### config.mk
export PLATFORM = sky130hd
export DESIGN_NAME = mdio_frame_master
export DESIGN_NICKNAME = d
export VERILOG_FILES = /design/src/rtl/mdio_pkg.sv /design/src/rtl/mdio_mdc_gen.sv /design/src/rtl/mdio_frame_seq.sv /design/src/rtl/mdio_csr.sv /design/src/rtl/mdio_frame_master.sv
export SDC_FILE = /design/constraint.sdc
export NUM_CORES = 1
export LEC_CHECK = 0
export CORE_UTILIZATION = 53
export CTS_CLUSTER_DIAMETER = 60
export CTS_CLUSTER_SIZE = 10
export DETAILED_ROUTE_END_ITERATION = 8
export DONT_BUFFER_PORTS = 1
export PLACE_DENSITY = 0.67
export SLEW_MARGIN = 20
export SYNTH_ARGS = -nofsm -noshare
export SYNTH_HDL_FRONTEND = slang
export SYNTH_SLANG_ARGS = --single-unit
### constraint.sdc
create_clock -name clk -period 3.1 [get_ports clk]
set_input_delay 0.155 -clock clk [delete_from_list [all_inputs] [get_ports clk]]
set_output_delay 0.155 -clock clk [all_outputs]
set_load 0.02 [all_outputs]
### src/rtl/mdio_pkg.sv
package mdio_pkg;
  localparam int unsigned CMD_W    = 32;
  localparam int unsigned RDW      = 16;
  localparam int unsigned TA_TOP   = RDW + 1;
  localparam int unsigned OP_LSB   = 28;
  localparam int unsigned CTRL_OFS = 0;
  localparam int unsigned CMD_OFS  = 4;

  typedef enum logic [1:0] {
    OP_NONE  = 2'd0,
    OP_WRITE = 2'd1,
    OP_READ  = 2'd2,
    OP_OTHER = 2'd3
  } mdio_op_e;
endpackage

### src/rtl/mdio_mdc_gen.sv
module mdio_mdc_gen #(
  parameter int unsigned DIV_W = 7
) (
  input  logic             clk,
  input  logic             rst_n,
  input  logic             run,
  input  logic [DIV_W-1:0] div,
  output logic             mdc,
  output logic             rise_stb,
  output logic             fall_stb
);
  logic [DIV_W-1:0] cnt_q, cnt_d, lim;
  logic             mdc_q, mdc_d, tick;

  always_comb begin
    lim      = (div == '0) ? DIV_W'(1) : div;
    tick     = run && (cnt_q == lim);
    cnt_d    = cnt_q;
    mdc_d    = mdc_q;
    if (!run) begin
      cnt_d = '0;
      mdc_d = 1'b0;
    end else if (tick) begin
      cnt_d = '0;
      mdc_d = ~mdc_q;
    end else begin
      cnt_d = cnt_q + 1'b1;
    end
  end

  always_ff @(posedge clk or negedge rst_n) begin
    if (!rst_n) begin
      cnt_q <= '0;
      mdc_q <= 1'b0;
    end else begin
      cnt_q <= cnt_d;
      mdc_q <= mdc_d;
    end
  end

  assign mdc      = mdc_q;
  assign rise_stb = tick && !mdc_q;
  assign fall_stb = tick && mdc_q;

  // a strobe can only happen while running, and both never together
  a_r4_strobe_exclusive: assert property (@(posedge clk) disable iff (!rst_n)
    !(rise_stb && fall_stb));
endmodule

### src/rtl/mdio_frame_seq.sv
module mdio_frame_seq
  import mdio_pkg::*;
#(
  parameter int unsigned DIV_W   = 7,
  parameter int unsigned PRE_LEN = 32
) (
  input  logic             clk,
  input  logic             rst_n,
  input  logic             start,
  input  logic [CMD_W-1:0] cmd,
  input  logic             pre_en,
  input  logic [DIV_W-1:0] div_in,
  input  logic             rise_stb,
  input  logic             fall_stb,
  input  logic             mdio_i,
  output logic             busy,
  output logic [DIV_W-1:0] div_run,
  output logic             mdio_o,
  output logic             mdio_oe,
  output logic             rd_valid,
  output logic [RDW-1:0]   rd_word
);
  localparam int unsigned PRE_W = $clog2(PRE_LEN + 1);
  localparam int unsigned POS_W = $clog2(CMD_W);
  localparam logic [POS_W-1:0] POS_TOP = POS_W'(CMD_W - 1);
  localparam logic [POS_W-1:0] POS_TA  = POS_W'(TA_TOP);
  localparam logic [POS_W-1:0] POS_RDW = POS_W'(RDW);

  logic             busy_q, busy_d;
  logic [PRE_W-1:0] pre_q, pre_d;
  logic [POS_W-1:0] pos_q, pos_d;
  logic [CMD_W-1:0] sh_q, sh_d;
  logic             rd_q, rd_d;
  logic [DIV_W-1:0] div_q, div_d;
  logic [RDW-1:0]   cap_q, cap_d;
  logic             in_frame, last_fall;

  assign in_frame  = busy_q && (pre_q == '0);
  assign last_fall = in_frame && fall_stb && (pos_q == '0);

  always_comb begin
    busy_d = busy_q;
    pre_d  = pre_q;
    pos_d  = pos_q;
    sh_d   = sh_q;
    rd_d   = rd_q;
    div_d  = div_q;
    cap_d  = cap_q;
    if (!busy_q) begin
      if (start) begin
        busy_d = 1'b1;
        sh_d   = cmd;
        pre_d  = pre_en ? PRE_W'(PRE_LEN) : '0;
        pos_d  = POS_TOP;
        rd_d   = (mdio_op_e'(cmd[OP_LSB+1:OP_LSB]) == OP_READ);
        div_d  = div_in;
        cap_d  = '0;
      end
    end else begin
      if (rise_stb && in_frame && rd_q && (pos_q < POS_RDW))
        cap_d = {cap_q[RDW-2:0], mdio_i};
      if (fall_stb) begin
        if (pre_q != '0) begin
          pre_d = pre_q - 1'b1;
        end else if (pos_q == '0) begin
          busy_d = 1'b0;
        end else begin
          pos_d = pos_q - 1'b1;
          sh_d  = {sh_q[CMD_W-2:0], 1'b0};
        end
      end
    end
  end

  always_ff @(posedge clk or negedge rst_n) begin
    if (!rst_n) begin
      busy_q <= 1'b0;
      pre_q  <= '0;
      pos_q  <= '0;
      sh_q   <= '0;
      rd_q   <= 1'b0;
      div_q  <= '0;
      cap_q  <= '0;
    end else begin
      busy_q <= busy_d;
      pre_q  <= pre_d;
      pos_q  <= pos_d;
      sh_q   <= sh_d;
      rd_q   <= rd_d;
      div_q  <= div_d;
      cap_q  <= cap_d;
    end
  end

  assign busy     = busy_q;
  assign div_run  = div_q;
  assign mdio_o   = (!busy_q || (pre_q != '0)) ? 1'b1 : sh_q[CMD_W-1];
  assign mdio_oe  = busy_q && !(in_frame && rd_q && (pos_q <= POS_TA));
  assign rd_valid = last_fall && rd_q;
  assign rd_word  = cap_q;

  // an accepted start raises busy on the next clock
  a_r3_busy_after_start: assert property (@(posedge clk) disable iff (!rst_n)
    (start && !busy_q) |=> busy_q);
  // the line value never moves on an MDC rising edge
  a_r6_stable_on_rise: assert property (@(posedge clk) disable iff (!rst_n)
    rise_stb |=> $stable(mdio_o));
  // the bus is released whenever a read data bit is sampled
  a_r7_released_at_capture: assert property (@(posedge clk) disable iff (!rst_n)
    (rise_stb && in_frame && rd_q && (pos_q < POS_RDW)) |-> !mdio_oe);
endmodule

### src/rtl/mdio_csr.sv
module mdio_csr
  import mdio_pkg::*;
#(
  parameter int unsigned ADDR_W = 4,
  parameter int unsigned DIV_W  = 7
) (
  input  logic              clk,
  input  logic              rst_n,
  input  logic [ADDR_W-1:0] addr,
  input  logic              wr,
  input  logic [CMD_W-1:0]  wdata,
  input  logic              busy,
  input  logic              rd_valid,
  input  logic [RDW-1:0]    rd_word,
  output logic [CMD_W-1:0]  rdata,
  output logic [DIV_W-1:0]  div,
  output logic              pre_en,
  output logic              start
);
  localparam logic [ADDR_W-1:0] A_CTRL = ADDR_W'(CTRL_OFS);
  localparam logic [ADDR_W-1:0] A_CMD  = ADDR_W'(CMD_OFS);
  localparam int unsigned PAD_W = CMD_W - DIV_W - 2;

  logic [DIV_W-1:0] div_q, div_d;
  logic             pre_q, pre_d;
  logic [CMD_W-1:0] cmd_q, cmd_d;
  logic             sel_ctrl, sel_cmd;

  assign sel_ctrl = (addr == A_CTRL);
  assign sel_cmd  = (addr == A_CMD);
  assign start    = wr && sel_cmd && !busy;

  always_comb begin
    div_d = div_q;
    pre_d = pre_q;
    cmd_d = cmd_q;
    if (wr && sel_ctrl) begin
      div_d = wdata[DIV_W-1:0];
      pre_d = wdata[DIV_W];
    end
    if (start)
      cmd_d = wdata;
    else if (rd_valid)
      cmd_d[RDW-1:0] = rd_word;
  end

  always_ff @(posedge clk or negedge rst_n) begin
    if (!rst_n) begin
      div_q <= '0;
      pre_q <= 1'b0;
      cmd_q <= '0;
    end else begin
      div_q <= div_d;
      pre_q <= pre_d;
      cmd_q <= cmd_d;
    end
  end

  always_comb begin
    rdata = '0;
    if (sel_ctrl)
      rdata = {{PAD_W{1'b0}}, busy, pre_q, div_q};
    else if (sel_cmd)
      rdata = cmd_q;
  end

  assign div    = div_q;
  assign pre_en = pre_q;

  // a command write during a frame leaves the register untouched
  a_r9_ignored_while_busy: assert property (@(posedge clk) disable iff (!rst_n)
    (wr && sel_cmd && busy && !rd_valid) |=> $stable(cmd_q));
endmodule

### src/rtl/mdio_frame_master.sv
module mdio_frame_master
  import mdio_pkg::*;
#(
  parameter int unsigned ADDR_W  = 4,
  parameter int unsigned DIV_W   = 7,
  parameter int unsigned PRE_LEN = 32
) (
  input  logic              clk,
  input  logic              rst_n,
  input  logic [ADDR_W-1:0] reg_addr,
  input  logic              reg_wr,
  input  logic [31:0]       reg_wdata,
  output logic [31:0]       reg_rdata,
  output logic              mdc,
  output logic              mdio_o,
  output logic              mdio_oe,
  input  logic              mdio_i
);
  logic [DIV_W-1:0] div_cfg, div_run;
  logic             pre_en, start, busy;
  logic             rise_stb, fall_stb, rd_valid;
  logic [RDW-1:0]   rd_word;

  mdio_csr #(.ADDR_W(ADDR_W), .DIV_W(DIV_W)) u_csr (
    .clk(clk), .rst_n(rst_n), .addr(reg_addr), .wr(reg_wr),
    .wdata(reg_wdata), .busy(busy), .rd_valid(rd_valid), .rd_word(rd_word),
    .rdata(reg_rdata), .div(div_cfg), .pre_en(pre_en), .start(start)
  );

  mdio_frame_seq #(.DIV_W(DIV_W), .PRE_LEN(PRE_LEN)) u_seq (
    .clk(clk), .rst_n(rst_n), .start(start), .cmd(reg_wdata),
    .pre_en(pre_en), .div_in(div_cfg), .rise_stb(rise_stb),
    .fall_stb(fall_stb), .mdio_i(mdio_i), .busy(busy), .div_run(div_run),
    .mdio_o(mdio_o), .mdio_oe(mdio_oe), .rd_valid(rd_valid), .rd_word(rd_word)
  );

  mdio_mdc_gen #(.DIV_W(DIV_W)) u_mdc (
    .clk(clk), .rst_n(rst_n), .run(busy), .div(div_run),
    .mdc(mdc), .rise_stb(rise_stb), .fall_stb(fall_stb)
  );

  // clock and line driver are quiet outside a frame
  a_r4_mdc_low_when_idle: assert property (@(posedge clk) disable iff (!rst_n)
    !busy |-> !mdc);
  a_r10_oe_low_when_idle: assert property (@(posedge clk) disable iff (!rst_n)
    !busy |-> !mdio_oe);
endmodule

* Word-level counts from Yosys, hierarchy flattened
Cells that the tools add are included.
** Cells by class
- Add/sub/neg operators :: 3
- $lt $le $gt $ge :: 2
- Eq/ne operators :: 9
- Mux-type cells :: 33
- Bitwise gates (word level) :: 2
- Reductions and logical operators :: 31
** Operators with widths (number)
- 32-bit two-way mux :: 7
- 16-bit two-way mux :: 5
- 6-bit two-way mux :: 5
- 5-bit two-way mux :: 5
- 7-bit two-way mux :: 3
- 1-bit logical AND :: 16
- 1-bit two-way mux :: 8
- 2-bit != test (second input constant) :: 4
- 7-bit by 1-bit adder with 7-bit output (second input constant) :: 1
- 7-bit == test :: 1
- 7-bit logical NOT :: 1
- 6-bit logical NOT :: 1
- 6-bit nonzero test :: 1
- 6-bit by 1-bit subtractor with 6-bit output (second input constant) :: 1
- 5-bit <= comparator (second input constant) :: 1
- 5-bit logical NOT :: 1
- 5-bit < comparator (second input constant) :: 1
- 5-bit by 1-bit subtractor with 5-bit output (second input constant) :: 1
- 4-bit by 3-bit == test with 1-bit output (second input constant) :: 1
- 4-bit logical NOT :: 1
- 2-bit by 1-bit != test with 1-bit output (second input constant) :: 2
- 2-bit AND reduction :: 2
- 4-bit AND reduction :: 1
- 2-bit nonzero test :: 2
- other kinds (5) :: 8
** Word-level totals
- Register bits after elaboration :: 116
- Output and inout port bits :: 35

* Depth between registers and ports, before layout
- Depth in word-level cells :: 10
- Mapped depth :: 9
- Mapped depth without buffers :: 7

* By module
Synthesis repeated with hierarchy kept, for this count alone.
** Second synthesis, totals
- Cells, all modules :: 560
- Area total of the unflattened synthesis :: 5958.2 um^2
** By module, submodules not included
- mdio_frame_seq :: times used 1, cells each 370, area an instance 3400.8 um^2, seq. area each 1701.6 um^2
- mdio_csr :: times used 1, cells each 141, area an instance 2092.0 um^2, seq. area each 1001.0 um^2
- mdio_mdc_gen :: times used 1, cells each 49, area an instance 465.4 um^2, seq. area each 200.2 um^2

* Worst setup path after synthesis
Ideal clock, no wire load.
- Path type :: reg2reg
- Start point :: register u_seq.div_q[3], in the netlist u_seq.div_run[3]
- End point :: register u_csr.cmd_q[10]
- Arrival time :: 2071 ps
- Required time :: 2968 ps
- Slack :: 897 ps
- Cell stages (with the launch flop) :: 8
- Path buffers :: 1
- Period minus slack after synthesis :: 2203 ps
- Path through :: dfrtp_1 > nor4_1 > a21oi_2 > xnor2_2 > nor4_4 > buf_6 > mux2i_1 > o21ai_1
** Between the ends
- Longest elaborated chain between the ends :: 9
** RTL lines
- start, declared :: line mdio_frame_seq.sv:34 : logic [DIV_W-1:0] div_q, div_d;
- start signal, assigned :: line mdio_frame_seq.sv:90 : div_q <= div_d;
- 7-bit logical NOT :: line mdio_mdc_gen.sv:16 : lim = (div == '0) ? DIV_W'(1) : div;
- 7-bit two-way mux (*) :: line mdio_mdc_gen.sv:16
- 7-bit == test (*) :: line mdio_mdc_gen.sv:17 : tick = run && (cnt_q == lim);
- 1-bit logical AND (*) :: line mdio_mdc_gen.sv:17
- 1-bit logical AND (*) :: line mdio_mdc_gen.sv:43 : assign fall_stb = tick && mdc_q;
- 1-bit logical AND (*) (2 in a row) :: line mdio_frame_seq.sv:39 : assign last_fall = in_frame && fall_stb && (pos_q == '0);
- 1-bit logical AND (*) :: line mdio_frame_seq.sv:99 : assign rd_valid = last_fall && rd_q;
- 2-bit nonzero test (no source line) (*)
- end signal, assigned :: line mdio_csr.sv:55 : cmd_q <= cmd_d;
- end, declared :: line mdio_csr.sv:26 : logic [CMD_W-1:0] cmd_q, cmd_d;
Every way passes the cells marked *; elsewhere a longest branch is shown, timed or not.
A chain may end at the register's enable or synchronous reset.

* Worst setup path after layout
- Start point :: register u_seq.div_q[3], in the netlist u_seq.div_run[3]
- End point :: register u_seq.pre_q[1]
** Between the ends
- Longest elaborated chain between the ends :: 7
** RTL lines
- 7-bit logical NOT :: line mdio_mdc_gen.sv:16
- 7-bit two-way mux (*) :: line mdio_mdc_gen.sv:16
- 7-bit == test (*) :: line mdio_mdc_gen.sv:17
- 1-bit logical AND (*) :: line mdio_mdc_gen.sv:17
- 1-bit logical AND (*) :: line mdio_mdc_gen.sv:43
- 2-bit by 1-bit != test with 1-bit output (no source line) (*)
- 3-bit AND reduction (no source line) (*)
- end signal, assigned :: line mdio_frame_seq.sv:86 : pre_q <= pre_d;
- end, declared :: line mdio_frame_seq.sv:30 : logic [PRE_W-1:0] pre_q, pre_d;
Marked as above.

==> out/qor.csv <==
metric,value,unit
P per Cell Area,507.5,nW/µm²
status,"finished, final reports clean",
"Reg clk slew, reported paths",0.06,ns
GR Overflow Total,0,
Die X,104.5,µm
fin crit share,76.78,%
Worst-Skew Late Latency,0.52,ns
vias in the first global route,4316,
Max Fclk,420.1,MHz
Synthesis Warnings,0,
Slew headroom,61.13,%
metal3 WL,481,µm
via count,4402,
Async SR Flop Fraction,100.0,%
die area,10920,µm²
synthesized cell area,5570,µm²
post-route cell area,6608,µm²
global-route wire length before repair,21360,µm
drt first-iter violations,296,
Starting Density,54.20,%
Area growth syn-to-layout,18.62,%
net count after synthesis,619,
"Hold Vio Cnt, Final",0,
wire length per cell,16.85,µm
post-synthesis sequential area ratio,52.11,%
Top Ports,75,
Period minus WS final,2.380,ns
antenna violations before repair,0,
Buffers on Ports,0,
Core Area,10280,µm²
"flops & latches, synth",116,
H-tree depth,4,
DRC violations left,0,
CTS tree,done,
critical path peak fanout,16,
Detailed Route WL,12740,µm
clk sinks,116,
Syn Inst Count,574,
Crit Path Category,flop to flop,
# rows,37,
HP Class,input port to flop,
"Core Util, Final",64.29,%
largest net degree at the start of global routing,117,
worst slew pin tran,0.5831,ns
post-route ant nets,0,
Final Wtd Congestion,0.7798,
vias per cell,5.823,
Die Y-Extent,104.5,µm
met2 routed WL,6301,µm
syn avg cell area,9.704,µm²
wl on met1,5716,µm
Longest Clk Path Bufs,2,
Min Hold Slack,0.1539,ns
Leak Pwr,2.827,nW
clock root cell,clkbuf_8,
MaxCap Viol Count,0,
Post-synth EDFFs,0,
GRT Overall Usage,25.04,%
final setup fails,0,
CP Launch Type,flop,
# nets final,655,
HPWL after DPL,8042,µm
Final Max Slew Viols,0,
crit end category,flop,
data required time of the worst path,3.56,ns
Peak VDD IR,0.3704,mV
crit path DAT,2.84,ns
Synth Flop Type,dfrtp_1,
total CTS buffers,17,
DRT Pass-1 Iters,5,
post-CTS sizing,0,
diode count,0,
Clock Skews,0.008744,ns
number of buffers added for setup after CTS,0,
Top Metal Used,met4,
setup TNS,0,ns
layout cells sized above 1,9.355,%
RSZ-0062 raised after global routing,false,
library cells used by synthesis,52,
placed instance area,5718,µm²
## cell type report
class / count / area [µm²]
multi-input cells: 416 / 2506
fillers: 858 / 3670
inverters: 9 / 33.78
clock inverters: 6 / 30.03
well taps: 136 / 170.2
repair buffers: 50 / 488.0
flip-flops and latches: 116 / 2903
clock buffers: 23 / 476.7
## critical path: stages, from the launching register on
cell and delay (ns):
dfrtp_1 0.40, nor4_1 0.36, a21oi_2 0.14, xor2_1 0.22
nand3_1 0.45, buf_4 0.37, o31ai_1 0.21, a22o_1 0.16
## flip-flops by register name (all words and copies together), names as in the netlist
signal / count
u_seq.rd_q: 1
u_seq.busy: 1
u_seq.rd_word: 16
u_csr.cmd_q: 32
u_csr.pre_en: 1
u_mdc.cnt_q: 7
u_seq.pos_q: 5
u_seq.div_run: 7
u_seq.pre_q: 6
u_seq.sh_q: 32
u_csr.div: 7
u_mdc.mdc: 1
## cells in the mapped netlist (all sizes together), types with 2 or more instances
cell	n	share of area, %
a21oi	8	0.79
a221o	2	0.36
a22o	13	2.0
a22oi	44	5.9
a31o	2	0.31
and2	25	2.8
and3	4	0.45
buf	11	1.1
clkbuf	22	1.5
dfrtp	116	52
ha	5	1.1
inv	9	0.61
mux2	8	1.6
mux2i	16	2.9
nand2	144	9.7
nand3	7	0.63
nand4	3	0.34
nor2	16	1.1
nor3	5	0.63
nor4	6	1.2
o211ai	16	2.2
o21ai	58	5.2
or3	3	0.43
or4	3	0.40
xnor2	11	1.9
xor2	3	0.47
## cells in the final DEF (no fill, tap or decap), types with 2 or more instances in the layout
cell type	synthesis	routed
a21oi_1	7	7
a221o_1	2	2
a22o_1	13	13
a22oi_1	44	44
a31o_2	2	2
and2_1	24	24
and3_1	4	3
buf_4	2	14
clkbuf_1	22	2
clkbuf_16	0	16
clkbuf_8	0	5
clkinv_2	0	6
dfrtp_1	116	116
dlygate4sd3_1	0	34
ha_1	5	5
inv_1	8	8
mux2_1	8	8
mux2i_1	16	16
nand2_1	144	144
nand3_1	7	7
nand4_1	3	3
nor2_1	16	16
nor3_1	3	3
nor3_4	0	2
nor4_1	3	3
nor4_2	2	2
o211ai_1	16	16
o21ai_0	7	7
o21ai_1	51	50
or3_1	2	2
or4_1	3	3
xnor2_1	10	10
xor2_1	3	3
## worst paths after layout
check                                              from                            to  slack (ns)  cells past startpoint
max                        u_seq.div_run[3]$_DFFE_PN0P_    u_seq.pre_q[1]$_DFFE_PN0P_        0.72                      7
max in group asynchronous                         rst_n  u_seq.rd_word[6]$_DFFE_PN0P_        2.40                      2
min                                              reg_wr      u_csr.div[0]$_DFFE_PN0P_        0.15                      2
min in group asynchronous                         rst_n   u_csr.cmd_q[26]$_DFFE_PN0P_        0.23                      2
min reg2reg                 u_csr.cmd_q[29]$_DFFE_PN0P_   u_csr.cmd_q[29]$_DFFE_PN0P_        0.46                      2
max reg2reg                u_seq.div_run[3]$_DFFE_PN0P_    u_seq.pre_q[1]$_DFFE_PN0P_        0.72                      7
## metrics by stage
stage                     total power [mW]  cells  worst slack [ns]
after floorplan                      1.620    574            0.8973
after global placement               1.633    691            0.5788
after detailed placement             1.635    691            0.5108
after CTS                            3.381    755            0.4886
after global routing                 3.469    756            0.4996
final                                3.353    756            0.7197
## power by group
group	internal, mW	switching, mW
registers	1.54	0.0232
logic	0.0541	0.0666
clock network	1.04	0.628
## cells by family (layout without fill, tap and decap cells)
logic type	Yosys count	in the layout	synth area share, %
AOI/OAI and AO/OA	151	151	17.99
xor gates and xnor gates	14	14	2.336
adders and majority gates	5	5	1.123
buffers and inverters	42	88	3.212
DFF	116	116	52.11
muxes	24	24	4.492
and+or+nand+nor	222	222	18.73
## routing by layer
metal / GRT usage (%) / vias to the layer above
met5: 0 / -
li1: - / 2100
met2: 39.12 / 119
met1: 33.99 / 2163
met4: 10.41 / 0
met3: 5.263 / 20
## what timing repair did
item                                    4_1_cts  5_1_grt
endpoints found under the hold margin       189        0
endpoints found under the setup margin        0        0
hold buffers                                 35        0
Note: power is estimated with default switching activity, not from simulation.
